--- config.mk ---
export PLATFORM = sky130hd
export DESIGN_NAME = pdrr_arbiter
export DESIGN_NICKNAME = d
export VERILOG_FILES = /design/src/rtl/pdrr_pkg.sv /design/src/rtl/pdrr_cfg_commit.sv /design/src/rtl/pdrr_pick.sv /design/src/rtl/pdrr_rw_bank.sv /design/src/rtl/pdrr_arbiter.sv
export SDC_FILE = /design/constraint.sdc
export NUM_CORES = 1
export LEC_CHECK = 0
export BUFFER_PORTS_ARGS = -buffer_cell sky130_fd_sc_hd__clkbuf_2
export CORE_MARGIN = 3
export CORE_UTILIZATION = 25
export CTS_BUF_LIST = sky130_fd_sc_hd__clkbuf_8
export CTS_CLUSTER_DIAMETER = 120
export DETAILED_ROUTE_END_ITERATION = 7
export SYNTH_ARGS = -nofsm -noshare
export SYNTH_HDL_FRONTEND = slang
export SYNTH_SLANG_ARGS = --single-unit
--- constraint.sdc ---
create_clock -name clk -period 63.2 [get_ports clk]
set_input_delay 3.16 -clock clk [delete_from_list [all_inputs] [get_ports clk]]
set_output_delay 3.16 -clock clk [all_outputs]
set_load 0.01 [all_outputs]
--- src/rtl/pdrr_pkg.sv ---
`timescale 1ns/1ps
package pdrr_pkg;
  localparam int RW_W = 8;
  localparam logic [RW_W-1:0] RW_RELOAD = 8'h80;

  // running weight of the port that wins a slot
  function automatic logic [RW_W-1:0] rw_on_grant(input logic [RW_W-1:0] rw,
                                                  input logic [RW_W-1:0] sw,
                                                  input logic [RW_W-1:0] lvl_sum);
    return rw + sw - lvl_sum;
  endfunction

  // running weight of a same-level candidate that loses the slot
  function automatic logic [RW_W-1:0] rw_on_pass(input logic [RW_W-1:0] rw,
                                                 input logic [RW_W-1:0] sw);
    return rw + sw;
  endfunction
endpackage

--- src/rtl/pdrr_cfg_commit.sv ---
`timescale 1ns/1ps
module pdrr_cfg_commit #(
  parameter int NPORT  = 10,
  parameter int PW     = 3,
  parameter int WW     = 5,
  parameter int SUMW   = 8,
  parameter int PERIOD = 10
) (
  input  logic                        clk,
  input  logic                        rst_n,
  input  logic [NPORT*PW-1:0]         shadow_prio,
  input  logic [NPORT*WW-1:0]         shadow_weight,
  input  logic [(1<<PW)*SUMW-1:0]     shadow_sum,
  input  logic [(1<<PW)-1:0]          shadow_remap,
  output logic [NPORT*PW-1:0]         act_prio,
  output logic [NPORT*WW-1:0]         act_weight,
  output logic [(1<<PW)*SUMW-1:0]     act_sum,
  output logic [(1<<PW)-1:0]          act_remap,
  output logic                        commit
);
  localparam int CW = (PERIOD > 1) ? $clog2(PERIOD) : 1;

  logic [CW-1:0] tick_q;

  assign commit = (tick_q == CW'(PERIOD - 1));

  always_ff @(posedge clk) begin
    if (!rst_n) begin
      tick_q     <= '0;
      act_prio   <= '0;
      act_weight <= '0;
      act_sum    <= '0;
      act_remap  <= '0;
    end else if (commit) begin
      tick_q     <= '0;
      act_prio   <= shadow_prio;
      act_weight <= shadow_weight;
      act_sum    <= shadow_sum;
      act_remap  <= shadow_remap;
    end else begin
      tick_q     <= tick_q + 1'b1;
    end
  end
endmodule

--- src/rtl/pdrr_pick.sv ---
`timescale 1ns/1ps
module pdrr_pick #(
  parameter int NPORT = 10,
  parameter int PW    = 3
) (
  input  logic [NPORT-1:0]                  elig,
  input  logic [NPORT*PW-1:0]               act_prio,
  input  logic [(1<<PW)-1:0]                act_remap,
  input  logic [NPORT*pdrr_pkg::RW_W-1:0]   rw_flat,
  output logic [NPORT-1:0]                  cand,
  output logic [NPORT-1:0]                  win_onehot,
  output logic [PW-1:0]                     top_lvl,
  output logic                              any_elig
);
  import pdrr_pkg::*;

  logic [NPORT-1:0] promo;
  logic [NPORT-1:0] pool;
  logic [RW_W-1:0]  best;
  logic             found;

  always_comb begin
    for (int i = 0; i < NPORT; i++) begin
      promo[i] = elig[i] & act_remap[act_prio[i*PW +: PW]];
    end
    pool = (|promo) ? promo : elig;

    top_lvl = '0;
    for (int i = 0; i < NPORT; i++) begin
      if (pool[i] && (act_prio[i*PW +: PW] > top_lvl)) begin
        top_lvl = act_prio[i*PW +: PW];
      end
    end

    for (int i = 0; i < NPORT; i++) begin
      cand[i] = pool[i] && (act_prio[i*PW +: PW] == top_lvl);
    end

    best       = '0;
    found      = 1'b0;
    win_onehot = '0;
    for (int i = 0; i < NPORT; i++) begin
      if (cand[i] && (!found || (rw_flat[i*RW_W +: RW_W] > best))) begin
        best       = rw_flat[i*RW_W +: RW_W];
        found      = 1'b1;
        win_onehot = '0;
        win_onehot[i] = 1'b1;
      end
    end

    any_elig = |elig;
  end
endmodule

--- src/rtl/pdrr_rw_bank.sv ---
`timescale 1ns/1ps
module pdrr_rw_bank #(
  parameter int NPORT = 10,
  parameter int WW    = 5
) (
  input  logic                              clk,
  input  logic                              rst_n,
  input  logic [NPORT-1:0]                  req_valid,
  input  logic                              step,
  input  logic [NPORT-1:0]                  cand,
  input  logic [NPORT-1:0]                  win_onehot,
  input  logic [NPORT*WW-1:0]               act_weight,
  input  logic [pdrr_pkg::RW_W-1:0]         lvl_sum,
  output logic [NPORT*pdrr_pkg::RW_W-1:0]   rw_flat
);
  import pdrr_pkg::*;

  for (genvar g = 0; g < NPORT; g++) begin : g_port
    logic [RW_W-1:0] rw_q;
    logic [RW_W-1:0] sw;

    assign sw = RW_W'(act_weight[g*WW +: WW]);

    always_ff @(posedge clk) begin
      if (!rst_n) begin
        rw_q <= RW_RELOAD;
      end else if (!req_valid[g]) begin
        rw_q <= RW_RELOAD;
      end else if (step && win_onehot[g]) begin
        rw_q <= rw_on_grant(rw_q, sw, lvl_sum);
      end else if (step && cand[g]) begin
        rw_q <= rw_on_pass(rw_q, sw);
      end
    end

    assign rw_flat[g*RW_W +: RW_W] = rw_q;
  end
endmodule

--- src/rtl/pdrr_arbiter.sv ---
`timescale 1ns/1ps
module pdrr_arbiter #(
  parameter int NPORT         = 10,
  parameter int PRIO_W        = 3,
  parameter int WEIGHT_W      = 5,
  parameter int SUM_W         = 8,
  parameter int COMMIT_PERIOD = 10
) (
  input  logic                              clk,
  input  logic                              rst_n,
  input  logic [NPORT*PRIO_W-1:0]           cfg_prio_img,
  input  logic [NPORT*WEIGHT_W-1:0]         cfg_weight_img,
  input  logic [(1<<PRIO_W)*SUM_W-1:0]      cfg_sum_img,
  input  logic [(1<<PRIO_W)-1:0]            cfg_remap_img,
  input  logic [NPORT-1:0]                  req_valid,
  input  logic [NPORT-1:0]                  req_write,
  input  logic [NPORT-1:0]                  wr_burst_full,
  input  logic                              rd_space_ok,
  input  logic                              ds_ready,
  output logic                              gnt_valid,
  output logic [NPORT-1:0]                  gnt_onehot
);
  import pdrr_pkg::*;

  localparam int NLVL = 1 << PRIO_W;

  logic [NPORT*PRIO_W-1:0]   act_prio_w;
  logic [NPORT*WEIGHT_W-1:0] act_weight_w;
  logic [NLVL*SUM_W-1:0]     act_sum_w;
  logic [NLVL-1:0]           act_remap_w;
  logic                      commit_w;
  logic [NPORT-1:0]          elig_w;
  logic [NPORT-1:0]          cand_w;
  logic [NPORT-1:0]          win_w;
  logic [PRIO_W-1:0]         top_lvl_w;
  logic                      any_elig_w;
  logic                      step_w;
  logic [RW_W-1:0]           lvl_sum_w;
  logic [NPORT*RW_W-1:0]     rw_flat_w;

  // a port may compete only when it can move a whole burst
  assign elig_w = req_valid & ((req_write & wr_burst_full) |
                               (~req_write & {NPORT{rd_space_ok}}));
  assign step_w    = ds_ready & any_elig_w;
  assign lvl_sum_w = RW_W'(act_sum_w[top_lvl_w*SUM_W +: SUM_W]);

  pdrr_cfg_commit #(
    .NPORT(NPORT), .PW(PRIO_W), .WW(WEIGHT_W), .SUMW(SUM_W), .PERIOD(COMMIT_PERIOD)
  ) u_cfg (
    .clk(clk), .rst_n(rst_n),
    .shadow_prio(cfg_prio_img), .shadow_weight(cfg_weight_img),
    .shadow_sum(cfg_sum_img), .shadow_remap(cfg_remap_img),
    .act_prio(act_prio_w), .act_weight(act_weight_w),
    .act_sum(act_sum_w), .act_remap(act_remap_w),
    .commit(commit_w)
  );

  pdrr_pick #(.NPORT(NPORT), .PW(PRIO_W)) u_pick (
    .elig(elig_w), .act_prio(act_prio_w), .act_remap(act_remap_w),
    .rw_flat(rw_flat_w), .cand(cand_w), .win_onehot(win_w),
    .top_lvl(top_lvl_w), .any_elig(any_elig_w)
  );

  pdrr_rw_bank #(.NPORT(NPORT), .WW(WEIGHT_W)) u_rw (
    .clk(clk), .rst_n(rst_n), .req_valid(req_valid), .step(step_w),
    .cand(cand_w), .win_onehot(win_w), .act_weight(act_weight_w),
    .lvl_sum(lvl_sum_w), .rw_flat(rw_flat_w)
  );

  always_ff @(posedge clk) begin
    if (!rst_n) begin
      gnt_valid  <= 1'b0;
      gnt_onehot <= '0;
    end else begin
      gnt_valid  <= step_w;
      gnt_onehot <= step_w ? win_w : '0;
    end
  end
endmodule

==> metrics.md, run 1 <==
| Metric | Value |
|---|---|
| Post-route ant nets | 0 |
| Synth Net Count | 2945 |
| Post-layout minimum cycle time | 40680 ps |
| Buffers on Ports | 196 |
| #FFs+latches synth | 247 |
| Commonest non-fill, non-tap cells in the layout | 421 x nand2_1, 287 x a21oi_1, 247 x dfxtp_1 |
| Netlist cell types | 109 |
| Synth async-reset ratio | 0% |
| CP max stage cell | o21bai_1 |
| Ys flop type | dfxtp_1 |
| Tcrit/Tclk final | 64.4% |
| Setup Crit Path Kind | primary input to register |
| Pwr/cell area | 18.2 nW/µm² |
| GPL Wtd Cong | 0.918 |
| Yosys warns | 0 |
| Setup crit start kind | primary input |
| Reg clk slew, reported paths | 60 ps |
| Fillers | 8695 |
| F_max | 24.6 MHz |
| Core area | 80700 µm² |
| Post-Synthesis Cells | 2531 |
| Sink Count | 247 |
| Max Cap Viol | 0 |
| Outcome | finished clean |
| CP endpoint kind | register |
| 1st-iter DRT viols | 1387 |
| P&R area growth vs syn | 14.6% |
| WP data required | 63770 ps |
| Overall die width | 292 µm |
| Routed WL per cell | 18.0 µm |
| Rows | 104 |
| DRC violation count after routing | 0 |
| Io pins | 197 |
| Via Count | 18.6k |
| CTS tree | built |
| Die area | 85000 µm² |
| Clock latency on the worst-skew pair | 640 ps |
| Die H | 292 µm |
| Setup TNS Final | 0 ps |
| Largest net degree at the start of global routing | 96 |
| Min-Delay Path Class | register to register |
| Final slew viol count | 0 |
| Max-slew headroom | 21.9% |
| Yosys top cell area share | 24.3% |
| Peak VDD IR | 0.0106 mV |
| First-pass GRT wire length | 104 mm |
| TritonRoute pass-1 iters | 5 |
| Final Hold Vio Count | 0 |
| CTS resizes | 0 |
| TritonCTS Buffers | 48 |
| Worst Tran Pin Value | 1170 ps |
| DR vias/cell | 4.94 |
| Top cell by count, worst path | a21oi_1 |
| Number of global-route vias before repair | 17.8k |
| Layout cells sized above 1 | 15.3% |
| Syn_area_per_cell | 8.05 µm² |
| RSZ-0062 raised after global routing | false |
| # hold bufs at CTS | 0 |
| Crit-path max cell delay | 910 ps |
| Leak Pwr | 0.00928 µW |
| Initial antenna violation count | 5 |
| CP Max Fanout | 25 |
| Sequential fraction of the synthesis area | 24.3% |
| Layout Skew | 25.0 ps |
| Library cell with the largest summed area after synthesis | dfxtp_1 |
| CTS root buffer | clkbuf_8 |
| Global Route Usage Sum | 15.5% |
| Post-CTS Setup Repair Bufs | 0 |
| Tot Pwr | 424 µW |
| Final wirelength | 67.9 mm |
| # nets final | 3082 |
| Most common cell after layout, fill and taps aside | nand2_1 |
| Deepest clock path buffer count | 3 |
| CP Data Arrival Time | 41240 ps |
| Top cells by area, synth | dfxtp_1 24%, ha_1 13%, nand2_1 7.8%, a21oi_1 7.0%, a21o_1 4.1% |
| DP HPWL | 51.6 mm |
| Initial Util | 25.3% |
| Endpoints failing setup | 0 |
| CTS HTree Levels | 2 |
| Remaining Overflow, GRT | 0 |
| Netlist Area Pre-Place | 20400 µm² |
| Number of flops mapped to enable cells by yosys | 0 |
-- kinds of logic after synthesis --
kind of cell	Yosys count	synth area share, %
AOI/OAI and AO/OA	679	21.5
xor gates and xnor gates	139	5.97
adders and majority gates	231	14.9
buffers and inverters	232	4.54
DFF	247	24.3
muxes	163	9.88
and+or+nand+nor	840	18.9
-- Yosys cell counts, drive strengths merged (7+ instances only) --
master / number
a2111oi: 7
a211oi: 27
a21o: 112
a21oi: 288
a22o: 13
a22oi: 11
a31oi: 26
and2: 18
and3: 16
buf: 34
clkbuf: 92
dfxtp: 247
fa: 20
ha: 208
inv: 106
mux2: 56
mux2i: 85
mux4: 22
nand2: 422
nand2b: 24
nand3: 41
nand4: 12
nor2: 176
nor2b: 43
nor3: 36
nor4b: 7
o211ai: 9
o21a: 12
o21ai: 76
o21bai: 18
o22ai: 13
o31ai: 10
or2: 8
or4: 7
xnor2: 86
xor2: 53
-- flip-flops by register name, summed over array words and instances, names as in the netlist --
name and flops:
gnt_valid 1, u_rw.g_port.rw_q 80, u_cfg.act_remap 8, u_cfg.act_weight 50
gnt_onehot 10, u_cfg.act_sum 64, u_cfg.act_prio 30, u_cfg.tick_q 4
-- worst paths after layout --
kind | startpoint | slack, ps | endpoint | depth (start not counted)
worst max-delay path | rd_space_ok | 22520 | u_rw.g_port[3].rw_q[5]$_SDFFE_PN0P_ | 175
worst min-delay path | u_cfg.act_sum[29]$_SDFFE_PN0P_ | 450 | u_cfg.act_sum[29]$_SDFFE_PN0P_ | 2
worst max register to register | u_cfg.act_prio[3]$_SDFFE_PN0P_ | 24270 | u_rw.g_port[3].rw_q[5]$_SDFFE_PN0P_ | 174
worst min register to register | u_cfg.act_sum[29]$_SDFFE_PN0P_ | 450 | u_cfg.act_sum[29]$_SDFFE_PN0P_ | 2
-- power by group --
part	internal [µW]	leakage, µW	switching [µW]
Clock	99.8	0.000571	77.7
Combinational	34.3	0.00671	54.1
Sequential	157	0.00199	1.24
Total	291	0.00928	133
-- metrics by stage --
stage               hold slack, ps  setup WS, ps  utilization (%)  std cells  area [µm²]
finish                         452         22520             29.0       3767       23400
global route                   472         19250             28.9       3764       23400
CTS                            455         23070             28.9       3763       23300
detailed placement             446         22450             27.7       3678       22300
global placement               441         23370             27.7       3678       22300
floorplan                      433         27290                -       2531       20400
-- metal layers --
metal | GRT usage (%) | vias up | wire length [µm]
li1 | - | 9260 | -
met1 | 20.6 | 8752 | 30700
met2 | 26.0 | 487 | 31800
met3 | 2.51 | 95 | 3670
met4 | 4.38 | 2 | 1690
met5 | 0 | - | 13
-- cell type report --
cell class | count | area [µm²] | area share, %
diodes | 4 | 10.0 | 0.0428
clock buffers | 58 | 798 | 3.42
clock inverters | 27 | 239 | 1.02
inverters | 106 | 403 | 1.72
multi-input cells | 2052 | 14500 | 62.2
flip-flops and latches | 247 | 4940 | 21.2
well taps | 1060 | 1330 | 5.68
repair buffers | 213 | 1110 | 4.75
-- worst max-delay path: cells and delay by family --
kind                       cells  cell delay [ps]
buffers and inverters          7              870
xor gates and xnor gates       1              160
adders and majority gates     21             5840
and+or+nand+nor               58            10690
muxes                         11             3900
AOI/OAI and AO/OA             77            16500
Note: power is estimated with default switching activity, not from simulation.
==> run 2, diff against run 1 <==
ABC_AREA = 1   (was not set)
clock period = 39.2 ns   (was 63.2 ns; I/O delays follow)
==> run 2 against run 1 <==
Net effect:
- synthesized cell count grew 17%
- worst setup slack lost 13000 ps
- die area shrank 2.7%
- final cell count grew 12%
- area after synthesis shrank 2.7%
- clock skew shrank 1.5 ps
- total power grew 77%
- highest routed layer is now met4
==> metrics.md, run 2 <==
| Metric | Value |
|---|---|
| Deepest clock path buffer count | 3 (unchanged) |
| Largest net degree at the start of global routing | 113 (+18%) |
| Routed WL per cell | 16.8 µm (-6.6%) |
| CP Max Fanout | 64 (+160%) |
| Overall die width | 288 µm (-1.3%) |
| Psw | 255 µW (+92%) |
| Min-Delay Path Class | register to register |
| Max-slew headroom | 20.3% (-1.6 points) |
| Post-CTS Setup Repair Bufs | 0 (unchanged) |
| Internal | 496 µW (+71%) |
| Netlist cell types | 51 (-53%) |
| P&R area growth vs syn | 15.4% |
| Reg clk slew, reported paths | 60 ps (about the same) |
| Gate power share | 26.0% (+5.1 points) |
| Final wirelength | 70.8 mm (+4.3%) |
| Synth async-reset ratio | 0% (unchanged) |
| Biggest regs | u_rw.g_port.rw_q x80, u_cfg.act_sum x64, u_cfg.act_weight x50 |
| CTS root buffer | clkbuf_8 |
| F_max | 33.9 MHz |
| Register area | 4940 µm² (unchanged) |
| Rows | 102 (-1.9%) |
| Setup Crit Path Kind | primary input to register |
| CP endpoint kind | register |
| 1st-iter DRT viols | 1308 (-5.7%) |
| Number of flops mapped to enable cells by yosys | 0 (unchanged) |
| R2r setup slk | 10970 ps (-13300 ps) |
| Post-layout minimum cycle time | 29460 ps |
| Pwr/cell area | 32.8 nW/µm² (+81%) |
| Syn_area_per_cell | 6.67 µm² (-17%) |
| DR vias/cell | 4.76 (-3.6%) |
| Final slew viol count | 0 (unchanged) |
| Outcome | finished clean |
| Post-synth top cells | 551 x nand2_1, 351 x nor2_1, 316 x inv_1 |
| Max reg flops | 80 (unchanged) |
| Util after Layout | 29.4% (+0.40 points) |
| # nets final | 3544 (+15%) |
| Yosys warns | 0 (unchanged) |
| GPL Wtd Cong | 0.931 (+1.4%) |
| Ys flop type | dfxtp_1 |
| Top cell by count, worst path | nand2_1 |
| Number of global-route vias before repair | 19.4k (+8.6%) |
| Endpoints failing setup | 0 (unchanged) |
| CTS resizes | 0 (unchanged) |
| Initial antenna violation count | 1 (-4) |
| RSZ-0062 raised after global routing | false |
| Die area | 82700 µm² (-2.7%) |
| CTS HTree Levels | 2 (unchanged) |
| TritonCTS Buffers | 49 (+2.1%) |
| Reg power frac | 34.2% (-3.1 points) |
| Clock latency on the worst-skew pair | 630 ps (about the same) |
| Layout cells sized above 1 | 12.3% (-3.0 points) |
| CTS tree | built |
| Initial Util | 25.4% (+0.16 points) |
| Sink Count | 247 (unchanged) |
| # hold bufs at CTS | 0 (unchanged) |
| Library cell with the largest summed area after synthesis | dfxtp_1 |
| Netlist Area Pre-Place | 19800 µm² (-2.7%) |
| Count leader, synth | nand2_1 |
| WP data required | 39720 ps (-24050 ps) |
| Yosys top cell area share | 24.9% (+0.68 points) |
| Tot Pwr | 751 µW (+77%) |
| Fillers | 8601 (-1.1%) |
| Post-Synthesis Cells | 2972 (+17%) |
| Remaining Overflow, GRT | 0 (unchanged) |
| #FFs+latches synth | 247 (unchanged) |
| Most common cell after layout, fill and taps aside | nand2_1 |
| Via Count | 20.0k (+7.6%) |
| Setup TNS Final | 0 ps (unchanged) |
| CP Data Arrival Time | 29980 ps (-11260 ps) |
| Io pins | 197 (unchanged) |
| Final Hold Vio Count | 0 (unchanged) |
| Tcrit/Tclk final | 75.2% |
| Max Cap Viol | 0 (unchanged) |
| Leak Pwr | 0.0112 µW (+21%) |
| Worst Tran Pin Value | 1200 ps (+25.8 ps) |
| Die H | 288 µm (-1.3%) |
| Global Route Usage Sum | 16.7% (+1.2 points) |
| Peak VDD IR | 0.0213 mV (+100%) |
| TritonRoute pass-1 iters | 5 (unchanged) |
| Top cells by area, synth | dfxtp_1 25%, ha_1 13%, nand2_1 10%, o21ai_0 7.8%, nor2_1 6.6% |
| Sw frac | 34.0% (+2.6 points) |
| Largest reg by FF count | u_rw.g_port.rw_q |
| DP HPWL | 52.9 mm (+2.5%) |
| Clock Power Share | 39.8% (-2.1 points) |
| Area of the multi-input gates | 13100 µm² (-9.7%) |
| Buffers on Ports | 196 (unchanged) |
| CP max stage cell | nor3_1 |
| Synth Net Count | 3386 (+15%) |
| Commonest non-fill, non-tap cells in the layout | 551 x nand2_1, 350 x nor2_1, 325 x inv_1 |
| Setup crit start kind | primary input |
| Layout Skew | 23.5 ps (-1.49 ps) |
| Sequential fraction of the synthesis area | 24.9% (+0.68 points) |
| Core area | 78000 µm² (-3.3%) |
| Post-route ant nets | 0 (unchanged) |
| First-pass GRT wire length | 109 mm (+4.9%) |
| Crit-path max cell delay | 730 ps (-180 ps) |
| DRC violation count after routing | 0 (unchanged) |
run 2: changes by cell type in the layout (fill, tap and decap cells not counted), sizes merged, moves of 56 or more:
cell | before | now
a21oi | 288 | 228
o21ai | 76 | 339
nand3 | 41 | 240
nor2 | 176 | 355
mux2i | 85 | 0
nand2 | 422 | 577
mux2 | 56 | 0
a21o | 112 | 0
inv | 117 | 357
run 2: kinds of logic after synthesis:
group	after synthesis	share of synthesized area, %
simple gates	1251	27.3
compound gates	670	18.3
buf+inv	456	8.97
flops	247	24.9
fa+ha+maj	228	15.1
xor+xnor	120	5.30
run 2: power groups by stage:
stage          registers [µW]  clock network (µW)  logic [µW]
2_1_floorplan             261                   0         142
3_3_place_gp              263                   0         191
3_5_place_dp              263                   0         193
4_1_cts                   257                 310         194
5_1_grt                   257                 319         223
6_report                  257                 299         195
run 2: metal layers:
metal	global-route usage, %	vias up	routed length (µm)
met3	3.25	109	4770
met2	27.0	572	31400
met1	22.3	9123	32400
met4	5.60	0	2190
met5	0	-	0
li1	-	10200	-
run 2: area by class of cell:
class                      count  share of cell area, %
clock inverter                22                  0.907
sequential                   247                   21.6
inverter                     351                   5.78
multi-input combinational   2269                   57.3
clock buffer                  64                   3.85
timing repair buffer         212                   4.82
antenna                        1                 0.0109
tap                         1040                   5.68
run 2: critical path: cells and delay by family:
kind | cells | cell delay (ps)
compound gates | 46 | 7700
buf+inv | 20 | 2570
simple gates | 92 | 12260
fa+ha+maj | 18 | 5430
run 2: final timing paths:
check	cells after the start	to	from
setup / recovery	176	u_rw.g_port[2].rw_q[3]$_SDFFE_PN0P_	rd_space_ok
setup reg to reg	178	u_rw.g_port[2].rw_q[3]$_SDFFE_PN0P_	u_cfg.act_remap[6]$_SDFFE_PN0P_
hold / removal	1	u_cfg.tick_q[0]$_SDFF_PP0_	u_cfg.tick_q[0]$_SDFF_PP0_
hold reg to reg	1	u_cfg.tick_q[0]$_SDFF_PP0_	u_cfg.tick_q[0]$_SDFF_PP0_
run 2: stage by stage:
| stage | instances | setup slack [ps] | instance area [µm²] | hold slack (ps) |
|---|---|---|---|---|
| 2_1_floorplan | 2972 | 13770 | 19800 | 434 |
| 3_3_place_gp | 4119 | 10210 | 21800 | 452 |
| 3_5_place_dp | 4119 | 9660 | 21800 | 461 |
| 4_1_cts | 4205 | 10220 | 22900 | 475 |
| 5_1_grt | 4206 | 6500 | 22900 | 500 |
| 6_report | 4206 | 9740 | 22900 | 472 |
